## config.mk

```make
export PLATFORM = sky130hd
export DESIGN_NAME = wprot_unit
export DESIGN_NICKNAME = d
export VERILOG_FILES = /design/src/rtl/wprot_pkg.sv /design/src/rtl/wprot_decode.sv /design/src/rtl/wprot_store.sv /design/src/rtl/wprot_fsm.sv /design/src/rtl/wprot_unit.sv
export SDC_FILE = /design/constraint.sdc
export NUM_CORES = 1
export LEC_CHECK = 0
export ABC_AREA = 1
export BUFFER_PORTS_ARGS = -buffer_cell sky130_fd_sc_hd__buf_4
export CAP_MARGIN = 10
export CORE_ASPECT_RATIO = 1.1
export CORE_MARGIN = 3
export CORE_UTILIZATION = 53
export DETAILED_ROUTE_END_ITERATION = 12
export GPL_ROUTABILITY_DRIVEN = 1
export MAX_ROUTING_LAYER = met4
export PLACE_DENSITY = 0.81
export SYNTH_ARGS = -nofsm -noshare
export SYNTH_HDL_FRONTEND = slang
export SYNTH_SLANG_ARGS = --single-unit
```

## constraint.sdc

```tcl
create_clock -name clk -period 1.6 [get_ports clk]
set_clock_uncertainty 0.05 [all_clocks]
set_input_delay 0.16 -clock clk [delete_from_list [all_inputs] [get_ports clk]]
set_output_delay 0.16 -clock clk [all_outputs]
set_load 0.05 [all_outputs]
```

## src/rtl/wprot_pkg.sv

```systemverilog
package wprot_pkg;
    localparam int          DATA_W = 32;
    localparam int          KEY_W  = 24;
    localparam logic [23:0] ACCESS_KEY = 24'h414443;

    typedef enum logic [1:0] {
        ST_OPEN    = 2'd0,
        ST_GUARDED = 2'd1,
        ST_TRIPPED = 2'd2
    } guard_state_e;
endpackage

```

## src/rtl/wprot_decode.sv

```systemverilog
module wprot_decode #(
    parameter int ADDR_W    = 16,
    parameter int NUM_PROT  = 10,
    parameter int NUM_OPEN  = 2,
    parameter int CTRL_ADDR = 32,
    parameter int STAT_ADDR = 33,
    localparam int NUM_REGS = NUM_PROT + NUM_OPEN,
    localparam int IDX_W    = $clog2(NUM_REGS)
) (
    input  logic [ADDR_W-1:0] addr_i,
    output logic              hit_prot_o,
    output logic              hit_open_o,
    output logic              hit_ctrl_o,
    output logic              hit_stat_o,
    output logic [IDX_W-1:0]  idx_o
);
    always_comb begin
        hit_prot_o = (addr_i < ADDR_W'(NUM_PROT));
        hit_open_o = (addr_i >= ADDR_W'(NUM_PROT)) && (addr_i < ADDR_W'(NUM_REGS));
        hit_ctrl_o = (addr_i == ADDR_W'(CTRL_ADDR));
        hit_stat_o = (addr_i == ADDR_W'(STAT_ADDR));
        idx_o      = addr_i[IDX_W-1:0];
    end
endmodule

```

## src/rtl/wprot_store.sv

```systemverilog
module wprot_store #(
    parameter int NUM_REGS = 12,
    parameter int DATA_W   = 32,
    localparam int IDX_W   = $clog2(NUM_REGS)
) (
    input  logic              clk,
    input  logic              rst_n,
    input  logic              we_i,
    input  logic [IDX_W-1:0]  idx_i,
    input  logic [DATA_W-1:0] wdata_i,
    output logic [DATA_W-1:0] regs_o [NUM_REGS]
);
    for (genvar g = 0; g < NUM_REGS; g++) begin : g_reg
        always_ff @(posedge clk or negedge rst_n) begin
            if (!rst_n) begin
                regs_o[g] <= '0;
            end else if (we_i && (idx_i == IDX_W'(g))) begin
                regs_o[g] <= wdata_i;
            end
        end
    end
endmodule

```

## src/rtl/wprot_fsm.sv

```systemverilog
module wprot_fsm
    import wprot_pkg::*;
#(
    parameter int ADDR_W = 16
) (
    input  logic              clk,
    input  logic              rst_n,
    input  logic              keyed_i,
    input  logic              key_en_i,
    input  logic              attempt_i,
    input  logic [ADDR_W-1:0] attempt_addr_i,
    output logic              prot_on_o,
    output logic              flag_o,
    output logic [ADDR_W-1:0] src_o
);
    guard_state_e      state_q, state_d;
    logic [ADDR_W-1:0] src_q, src_d;

    // state register
    always_ff @(posedge clk or negedge rst_n) begin
        if (!rst_n) begin
            state_q <= ST_OPEN;
            src_q   <= '0;
        end else begin
            state_q <= state_d;
            src_q   <= src_d;
        end
    end

    // transitions
    always_comb begin
        state_d = state_q;
        src_d   = src_q;
        if (keyed_i) begin
            state_d = key_en_i ? ST_GUARDED : ST_OPEN;   // T_KEY_ON / T_KEY_OFF
            src_d   = '0;
        end else if (attempt_i) begin
            unique case (state_q)
                ST_OPEN: ;
                ST_GUARDED, ST_TRIPPED: begin                // T_TRIP / T_RETRIP
                    state_d = ST_TRIPPED;
                    src_d   = attempt_addr_i;
                end
                default: state_d = ST_OPEN;
            endcase
        end
    end

    // outputs
    always_comb begin
        unique case (state_q)
            ST_GUARDED: begin prot_on_o = 1'b1; flag_o = 1'b0; end
            ST_TRIPPED: begin prot_on_o = 1'b1; flag_o = 1'b1; end
            default:    begin prot_on_o = 1'b0; flag_o = 1'b0; end
        endcase
        src_o = src_q;
    end

    assert_trip_R4: assert property (@(posedge clk) disable iff (!rst_n)
        (attempt_i && prot_on_o && !keyed_i) |=> flag_o);
    assert_capture_R5: assert property (@(posedge clk) disable iff (!rst_n)
        (attempt_i && prot_on_o && !keyed_i) |=> (src_o == $past(attempt_addr_i)));
    assert_key_en_R6: assert property (@(posedge clk) disable iff (!rst_n)
        keyed_i |=> (prot_on_o == $past(key_en_i)));
    assert_key_clear_R8: assert property (@(posedge clk) disable iff (!rst_n)
        keyed_i |=> (!flag_o && src_o == '0));
    assert_hold_R7: assert property (@(posedge clk) disable iff (!rst_n)
        (!keyed_i && !(attempt_i && prot_on_o)) |=> ($stable(state_q) && $stable(src_o)));
endmodule

```

## src/rtl/wprot_unit.sv

```systemverilog
module wprot_unit
    import wprot_pkg::*;
#(
    parameter int ADDR_W    = 16,
    parameter int NUM_PROT  = 10,
    parameter int NUM_OPEN  = 2,
    parameter int CTRL_ADDR = 32,
    parameter int STAT_ADDR = 33
) (
    input  logic              clk,
    input  logic              rst_n,
    input  logic              wr_en,
    input  logic [ADDR_W-1:0] wr_addr,
    input  logic [31:0]       wr_data,
    input  logic [ADDR_W-1:0] rd_addr,
    output logic [31:0]       rd_data
);
    localparam int NUM_REGS = NUM_PROT + NUM_OPEN;
    localparam int IDX_W    = $clog2(NUM_REGS);

    logic             w_prot, w_open, w_ctrl, w_stat;
    logic             r_prot, r_open, r_ctrl, r_stat;
    logic [IDX_W-1:0] w_idx, r_idx;
    logic             keyed, attempt, store_we;
    logic             prot_on, flag;
    logic [ADDR_W-1:0] src;
    logic [31:0]      store_q [NUM_REGS];

    wprot_decode #(.ADDR_W(ADDR_W), .NUM_PROT(NUM_PROT), .NUM_OPEN(NUM_OPEN),
                   .CTRL_ADDR(CTRL_ADDR), .STAT_ADDR(STAT_ADDR)) u_wdec (
        .addr_i(wr_addr), .hit_prot_o(w_prot), .hit_open_o(w_open),
        .hit_ctrl_o(w_ctrl), .hit_stat_o(w_stat), .idx_o(w_idx));

    wprot_decode #(.ADDR_W(ADDR_W), .NUM_PROT(NUM_PROT), .NUM_OPEN(NUM_OPEN),
                   .CTRL_ADDR(CTRL_ADDR), .STAT_ADDR(STAT_ADDR)) u_rdec (
        .addr_i(rd_addr), .hit_prot_o(r_prot), .hit_open_o(r_open),
        .hit_ctrl_o(r_ctrl), .hit_stat_o(r_stat), .idx_o(r_idx));

    always_comb begin
        keyed    = wr_en && w_ctrl && (wr_data[31:8] == ACCESS_KEY);
        attempt  = wr_en && w_prot;
        store_we = wr_en && (w_open || (w_prot && !prot_on));
    end

    wprot_fsm #(.ADDR_W(ADDR_W)) u_fsm (
        .clk(clk), .rst_n(rst_n), .keyed_i(keyed), .key_en_i(wr_data[0]),
        .attempt_i(attempt), .attempt_addr_i(wr_addr),
        .prot_on_o(prot_on), .flag_o(flag), .src_o(src));

    wprot_store #(.NUM_REGS(NUM_REGS), .DATA_W(32)) u_store (
        .clk(clk), .rst_n(rst_n), .we_i(store_we), .idx_i(w_idx),
        .wdata_i(wr_data), .regs_o(store_q));

    always_comb begin
        rd_data = '0;
        if (r_prot || r_open) rd_data = store_q[r_idx];
        else if (r_ctrl)      rd_data = {31'd0, prot_on};
        else if (r_stat)      rd_data = {8'd0, 16'(src), 7'd0, flag};
    end

    assert_open_pass_R2: assert property (@(posedge clk) disable iff (!rst_n)
        (wr_en && w_open) |=> (store_q[$past(w_idx)] == $past(wr_data)));
    assert_unguarded_pass_R3: assert property (@(posedge clk) disable iff (!rst_n)
        (wr_en && w_prot && !prot_on) |=> (store_q[$past(w_idx)] == $past(wr_data)));
    assert_blocked_hold_R4: assert property (@(posedge clk) disable iff (!rst_n)
        (wr_en && w_prot && prot_on) |=> (store_q[$past(w_idx)] == $past(store_q[w_idx])));
endmodule

```

==> results of run 1 <==
per-stage QoR:
stage	area (um2)	std cells	setup TNS [ns]
floorplan	20700	2739	-0.245
global placement	23200	3322	-59.99
detailed placement	23200	3322	-69.86
CTS	28500	3547	-174.95
cells by family after synthesis:
family | count (synthesis) | synth area share
adders and majority gates | 2 | 0.00123
AOI/OAI and AO/OA | 170 | 0.0434
buffers and inverters | 293 | 0.0741
and+or+nand+nor | 1872 | 0.388
DFF | 402 | 0.493
per-layer routing:
metal  GRT overflow  global-route usage
met1              0               0.767
met2              2               0.877
met3              0               0.718
met4              2               0.731
met5              -                   -
Yosys cell counts, drive strengths merged:
cell type and n:
dfrtp 402, ha 2, clkbuf 97, nand3b 1
buf 116, nand3 509, nor2 166, nor3 2
nor3b 1, or2 14, inv 79, a21oi 33
clkinv 1, nand4 6, a22oi 14, o21ai 123
nand2 1173
repair_timing:
item                                    in CTS
setup buffers                               79
endpoints found under the hold margin      612
cloned                                      54
hold buffers                                23
endpoints found under the setup margin     416
pin swaps                                  205
gates resized for setup                    434
==> reports/results.ini, run 1 <==
[clocking]
cts_sinks=402
cts_inserted_buffers=40
htreeDepth=2
cts_buffer_depth=3
root_buffer=clkbuf_16

[yosys]
syn_area_um2=20400
yosysTopAreaCellShare=0.493
synthCells=2739
netlist_top_cells_area=dfrtp_1, nand2_1, nand3_1
yosys.area.top_type=dfrtp_1
ys_seq_elements=402
synthDistinctLibCells=30
seq_area_frac_synth=0.493
yosys_warnings=0
synth_fp_nets=2808
synth.avg_cell_area_um2=7.45

[global_routing]
grt_overflow=4
grt_max_degree=59
antenna_found_initial=9
track_usage=0.784

[status]
error_line=[ERROR GRT-0232] Routing congestion too high. Check the congestion heatmap in the GUI.
status=stopped before the end
failed_stage=global routing (5_1_grt)

[timing]
worst_endpoint=rd_data[15]
worst-ep-kind=top-level output

[placed_design]
dp_slack_ns=-0.369
dpl.hpwl_mm=45.2
port_buffers=98
gp_congestion=0.979

[die]
die_h_um=212
die_w_um=193
start_util=0.543
io_pins=99
row_count=74

==> run 2, diff against run 1 <==
Settings changed: CORE_ASPECT_RATIO 1.1 to default, CORE_UTILIZATION 53 to 38, MAX_ROUTING_LAYER met4 to default, PLACE_DENSITY 0.81 to default, PLACE_DENSITY_LB_ADDON from default to 0.15.
Clock period 1.6 ns to 2.08 ns, I/O delays scaled along.
==> reports/results.ini, run 2 <==
[clocking]
cts_inserted_buffers=46  ; +15%
clock_latency_ns=0.59
cts_tree=yes
root_buffer=clkbuf_16
cts_buffer_depth=3  ; unchanged
htreeDepth=2  ; unchanged
cts_sinks=402  ; unchanged
cts.clk_slew.worst_paths_ns=0.06

[yosys]
synth_compound_area_frac=0.0434  ; unchanged
synth.avg_cell_area_um2=7.45  ; unchanged
synth_top_family_by_area=simple AND/OR/NAND/NOR gates
synth_edf_count=0  ; unchanged
synth_fp_nets=2808  ; unchanged
syn_area_um2=20400  ; unchanged
synthCells=2739  ; unchanged
seq_area_frac_synth=0.493  ; unchanged
netlist_top_cells_area=dfrtp_1, nand2_1, nand3_1
synth-async-reset-ratio=1.00  ; unchanged
yosysMostFrequentCell=nand2_1
yosys.area.top_type=dfrtp_1
muxShareOfSynthArea=0  ; unchanged
synth_commonest_cells=nand2_1, nand3_1, dfrtp_1
ys_seq_elements=402  ; unchanged
synthDistinctLibCells=30  ; unchanged
synthFlopType=dfrtp_1
synth-simple-area-share=0.388  ; unchanged
yosysTopAreaCellShare=0.493  ; unchanged
yosys_warnings=0  ; unchanged
synthAdderAreaFrac=0.00123  ; unchanged
synthXorXnorAreaFrac=0  ; unchanged

[timing]
fin_hold_ws_ns=0.0444
relSlewSlack=0.505
fin_crit_sh=1.00
tns_ns=-0.00173
slew_viol_final=0
rsz0062_at_grt=yes
timing.fmax_mhz=480
setup_violations=1
fin_ws_ns=-0.00173
tightest_slew_ns=0.742
period_minus_slack_ns=2.08
finalHoldViolations=0

[final_layout]
final_core_util=0.479
drive_gt1_frac=0.164
layout_common_cells=nand2_1, nand3_1, dfrtp_1, buf_4, nor2_1
nets=2935
seq_area_um2=10100
fin_area_um2=25300
fill_cells=5244
stdcell_count=3590
multi_input_area_um2=9370
largest_register_ff_count=384
final_common_cell=nand2_1
regMostFlops=u_store.regs_o
area_delta_synth_final_pct=24.1

[critical_path]
critical_path_peak_fanout=2
rrSetupSlack_ns=0.10
worstSetupPathType=reg2out
cp-end-kind=primary output
worst_ep_required_time_ns=1.82
critPathLaunchType=flip-flop
cp.arrival_ns=1.82

[placed_design]
gp_congestion=0.829  ; -15%
dp_slack_ns=-0.00305  ; +0.366 ns
port_buffers=98  ; unchanged
placed_area_um2=22700  ; -2.4%
placed_cells=3449  ; +3.8%
dpl.hpwl_mm=46.7  ; +3.4%

[global_routing]
grt_pass1_vias=19031
antenna_found_initial=2
track_usage=0.270
grt_overflow=0
grt_pass1_wl_mm=117
grt_max_degree=64

[drt]
viasPerCell=5.48
drt_iter0_drc=1943
ant_nets=0
wl_per_cell_um=21.9
routed-via-count=19680
drc_errors=0
wl_mm=78.8
first_pass_iters=5

[status]
violations=setup timing
status=finished with violations

[die]
row_count=84  ; +14%
io_pins=99  ; unchanged
dieArea_um2=56500
die_h_um=238  ; +12%
core_um2=52900
start_util=0.386  ; -0.157
die_w_um=238  ; +23%

[power]
peakVddDrop_v=0.000639
p_total_mw=17.3
power.static_leakage_nw=13.2
p_per_area_nw_per_um2=683

[job]
max_cap_viol_count=0

[hold_path]
min_path_type=in2reg

## run 2: kinds of logic (layout without fill, tap and decap cells)
family                     after synthesis  count (layout)
AOI/OAI and AO/OA                      170             170
adders and majority gates                2               2
buffers and inverters                  293             453
DFF                                    402             402
other                                    0               3
and+or+nand+nor                       1872            1872
## run 2: worst paths after layout
kind / startpoint / to / depth (start not counted)
min in group asynchronous: rst_n / u_store.regs_o[14] / 2
worst min register to register: u_store.regs_o[158] / u_store.regs_o[158] / 2
worst max register to register: u_fsm.state_q[0] / u_store.regs_o[185] / 9
worst min-delay path: wr_data[18] / u_store.regs_o[338] / 4
worst max-delay path: u_store.regs_o[287] / rd_data[31] / 7
max in group asynchronous: rst_n / u_store.regs_o[212] / 3
## run 2: critical path, cell delays in order (launching register included)
cell and delay, ns:
dfrtp_1 0.34, nand2_1 0.05, nand3_1 0.08, o21ai_1 0.06, o21ai_1 0.11, nand2_1 0.12
a21oi_4 0.25, buf_6 0.20
## run 2: routing by layer
metal  GRT usage  share of wire  up-vias
li1            -              -     8986
met1       0.352           0.41     9659
met2       0.444           0.47      845
met3      0.0463          0.073      190
met4       0.118          0.044        0
met5           0              0        -
## run 2: final cells by class
class | count | area share
multi-input cells | 2044 | 0.370
repair buffers | 292 | 0.128
well taps | 688 | 0.0340
clock inverters | 14 | 0.00569
clock buffers | 67 | 0.0522
flip-flops and latches | 402 | 0.398
inverters | 80 | 0.0120
diodes | 3 | 0.000297
## run 2: power by group
part	internal, mW	switching [mW]
registers	7.82	0.00207
logic	0.440	0.994
clock network	4.65	3.38
total	12.9	4.38
## run 2: what timing repair did
| action | CTS | global route |
|---|---|---|
| endpoints found under the hold margin | 414 | 0 |
| setup buffers | 1 | 14 |
| pin swaps | 35 | 113 |
| gates resized for setup | 80 | 102 |
| hold buffers | 36 | 0 |
| cloned | 0 | 7 |
| endpoints found under the setup margin | 27 | 40 |
(Power assumes the default switching activity.)
==> run 3, diff against run 2 <==
Settings changed: RECOVER_POWER from default to 100.
Clock period 2.08 ns to 2.4 ns, I/O delays scaled along.
==> reports/results.ini, run 3 (same netlist as run 2, synthesis figures left out) <==
[placed_design]
gp_congestion=0.858  ; +3.4%
dpl.hpwl_mm=44.6  ; -4.5%
port_buffers=98  ; unchanged
placed_cells=3402  ; -1.4%
dp_slack_ns=0.133  ; +0.136 ns

[clocking]
cts_sinks=402  ; unchanged
root_buffer=clkbuf_16
cts_resized=0  ; -100%
clock_latency_ns=0.59  ; about the same
htreeDepth=2  ; unchanged
postCtsHoldBufs=39  ; +8.3%
cts_buffer_depth=3  ; unchanged
cts.clk_slew.worst_paths_ns=0.07  ; about the same
cts_inserted_buffers=47  ; +2.2%
cts_tree=yes
postCtsSetupRepairBufs=0  ; -1

[timing]
tns_ns=0  ; +0.00173 ns
rsz0062_at_grt=no
tightest_slew_ns=1.69  ; +0.950 ns
timing.fmax_mhz=430
slew_viol_final=55  ; +55
setup_violations=0  ; -1
period_minus_slack_ns=2.33
finalHoldViolations=0  ; unchanged
fin_ws_ns=0.0749  ; +0.0766 ns
fin_crit_sh=0.969
fin_hold_ws_ns=0.0472  ; +0.00274 ns
relSlewSlack=-0.128  ; -0.633

[die]
die_h_um=238  ; unchanged
row_count=84  ; unchanged
die_w_um=238  ; unchanged
start_util=0.386  ; unchanged
dieArea_um2=56500  ; unchanged
io_pins=99  ; unchanged
core_um2=52900  ; unchanged

[final_layout]
layout_common_cells=nand2_1, nand3_1, dfrtp_1, nor2_1, buf_4
nets=2871  ; -2.2%
final_common_cell=nand2_1
fill_cells=5374  ; +2.5%
seq_area_um2=10100  ; unchanged
drive_gt1_frac=0.111  ; -0.0525
stdcell_count=3529  ; -1.7%
area_delta_synth_final_pct=15.8
multi_input_area_um2=8890  ; -5.2%
regMostFlops=u_store.regs_o
largest_register_ff_count=384  ; unchanged

[power]
p_sw_mw=3.81  ; -13%
pwr-share-seq=0.454  ; about the same
power.static_leakage_nw=12.5  ; -5.3%
p_per_area_nw_per_um2=633  ; -7.3%
pwr-share-clk=0.473  ; +0.009
combPwrFrac=0.073  ; -0.010
p_sw_frac=0.255  ; +0.00142
p_total_mw=15.0  ; -13%
peakVddDrop_v=0.000461  ; -28%
p_int_mw=11.1  ; -14%

[global_routing]
track_usage=0.269  ; -0.00137
grt_pass1_vias=18639  ; -2.1%
grt_pass1_wl_mm=117  ; -0.30%
antenna_found_initial=6  ; +4
grt_max_degree=85  ; +33%
grt_overflow=0  ; unchanged

[job]
max_cap_viol_count=1  ; +1

[critical_path]
cp_num_buf_inv=4  ; +3
cp_slowest_cell=inv_1
worst_ep_required_time_ns=2.11  ; +0.29 ns
path_cells=buf_4 > inv_1 > nor2_2 > inv_1 > o21ai_0 > nand2_1 > a21oi_1 > buf_2
critical_path_peak_fanout=14  ; +12
critPathLaunchType=input pin
crit_path_max_incr_delay_ns=0.41  ; +0.07 ns
worst_path_dominant_cell_family=buffers and inverters
cp-end-kind=primary output
cp.arrival_ns=2.04  ; +0.22 ns
crit_path_frequent_cell=inv_1
worstSetupPathType=in2out

[drt]
viasPerCell=5.44  ; -0.83%
routed-via-count=19186  ; -2.5%
wl_per_cell_um=21.5  ; -2.2%
wl_mm=75.7  ; -3.9%
wl_met3_mm=5.47  ; -4.9%
drt_iter0_drc=2144  ; +10%
top_layer=met4
first_pass_iters=7  ; +2
wl_met1_mm=31.5  ; -2.4%
ant_nets=0  ; unchanged
wl_met2_mm=35.7  ; -4.3%
drc_errors=0  ; unchanged

[hold_path]
min_path_type=in2reg

[status]
violations=capacitance limit, slew limit
status=finished with violations

[run 3: cell count changes in the layout (fill, tap and decap cells not counted), sizes merged]
cell	change
buf	-99
diode	-1
inv	-2
clkinv	+6
bufinv	-2
clkbuf	+34
dlygate4sd3	+3
[run 3: through the flow]
stage	util	cell area, um2
finish	0.447	23600
global route	0.447	23600
CTS	0.453	23900
detailed placement	0.417	22000
global placement	0.417	22000
floorplan	-	20400
[run 3: path summary, 6_finish.rpt]
path	startpoint	endpoint	slack, ns	depth (start not counted)
hold / removal	wr_addr[6]	u_fsm.state_q[0]	0.05	6
setup reg to reg	u_fsm.state_q[0]	u_store.regs_o[257]	0.17	10
setup / recovery	rd_addr[2]	rd_data[31]	0.07	8
max in group asynchronous	rst_n	u_fsm.src_o[4]	0.36	3
hold reg to reg	u_store.regs_o[37]	u_store.regs_o[37]	0.41	2
min in group asynchronous	rst_n	u_store.regs_o[63]	0.60	2
[run 3: cell type report]
cell class	count	area share
antenna	2	0.000212
sequential	402	0.426
tap	688	0.0364
timing repair buffer	227	0.0842
clock inverter	16	0.00424
clock buffer	70	0.0599
multi-input combinational	2044	0.376
inverter	80	0.0128
[run 3: worst register-to-register path, stage by stage (launching register included)]
cell and delay (ns):
dfrtp_1 0.34, inv_1 0.06, ha_1 0.35, inv_1 0.12, nand3_1 0.09, nand2_1 0.12, buf_12 0.17, nand3_4 0.23
buf_4 0.40, nand2_1 0.12, nand2_1 0.06
[run 3: power by group through the flow]
stage / Clock (mW) / Combinational [mW] / Sequential, mW
6_report: 7.08 / 1.10 / 6.78
5_1_grt: 7.48 / 1.18 / 6.78
4_1_cts: 7.22 / 1.11 / 6.78
3_5_place_dp: 0 / 1.05 / 6.91
3_3_place_gp: 0 / 1.05 / 6.91
2_1_floorplan: 0 / 0.424 / 6.91
[run 3: metal layers]
metal,track usage,up-vias
li1,-,8848
met1,0.365,9350
met2,0.437,794
met3,0.0343,194
met4,0.112,0
met5,0,-
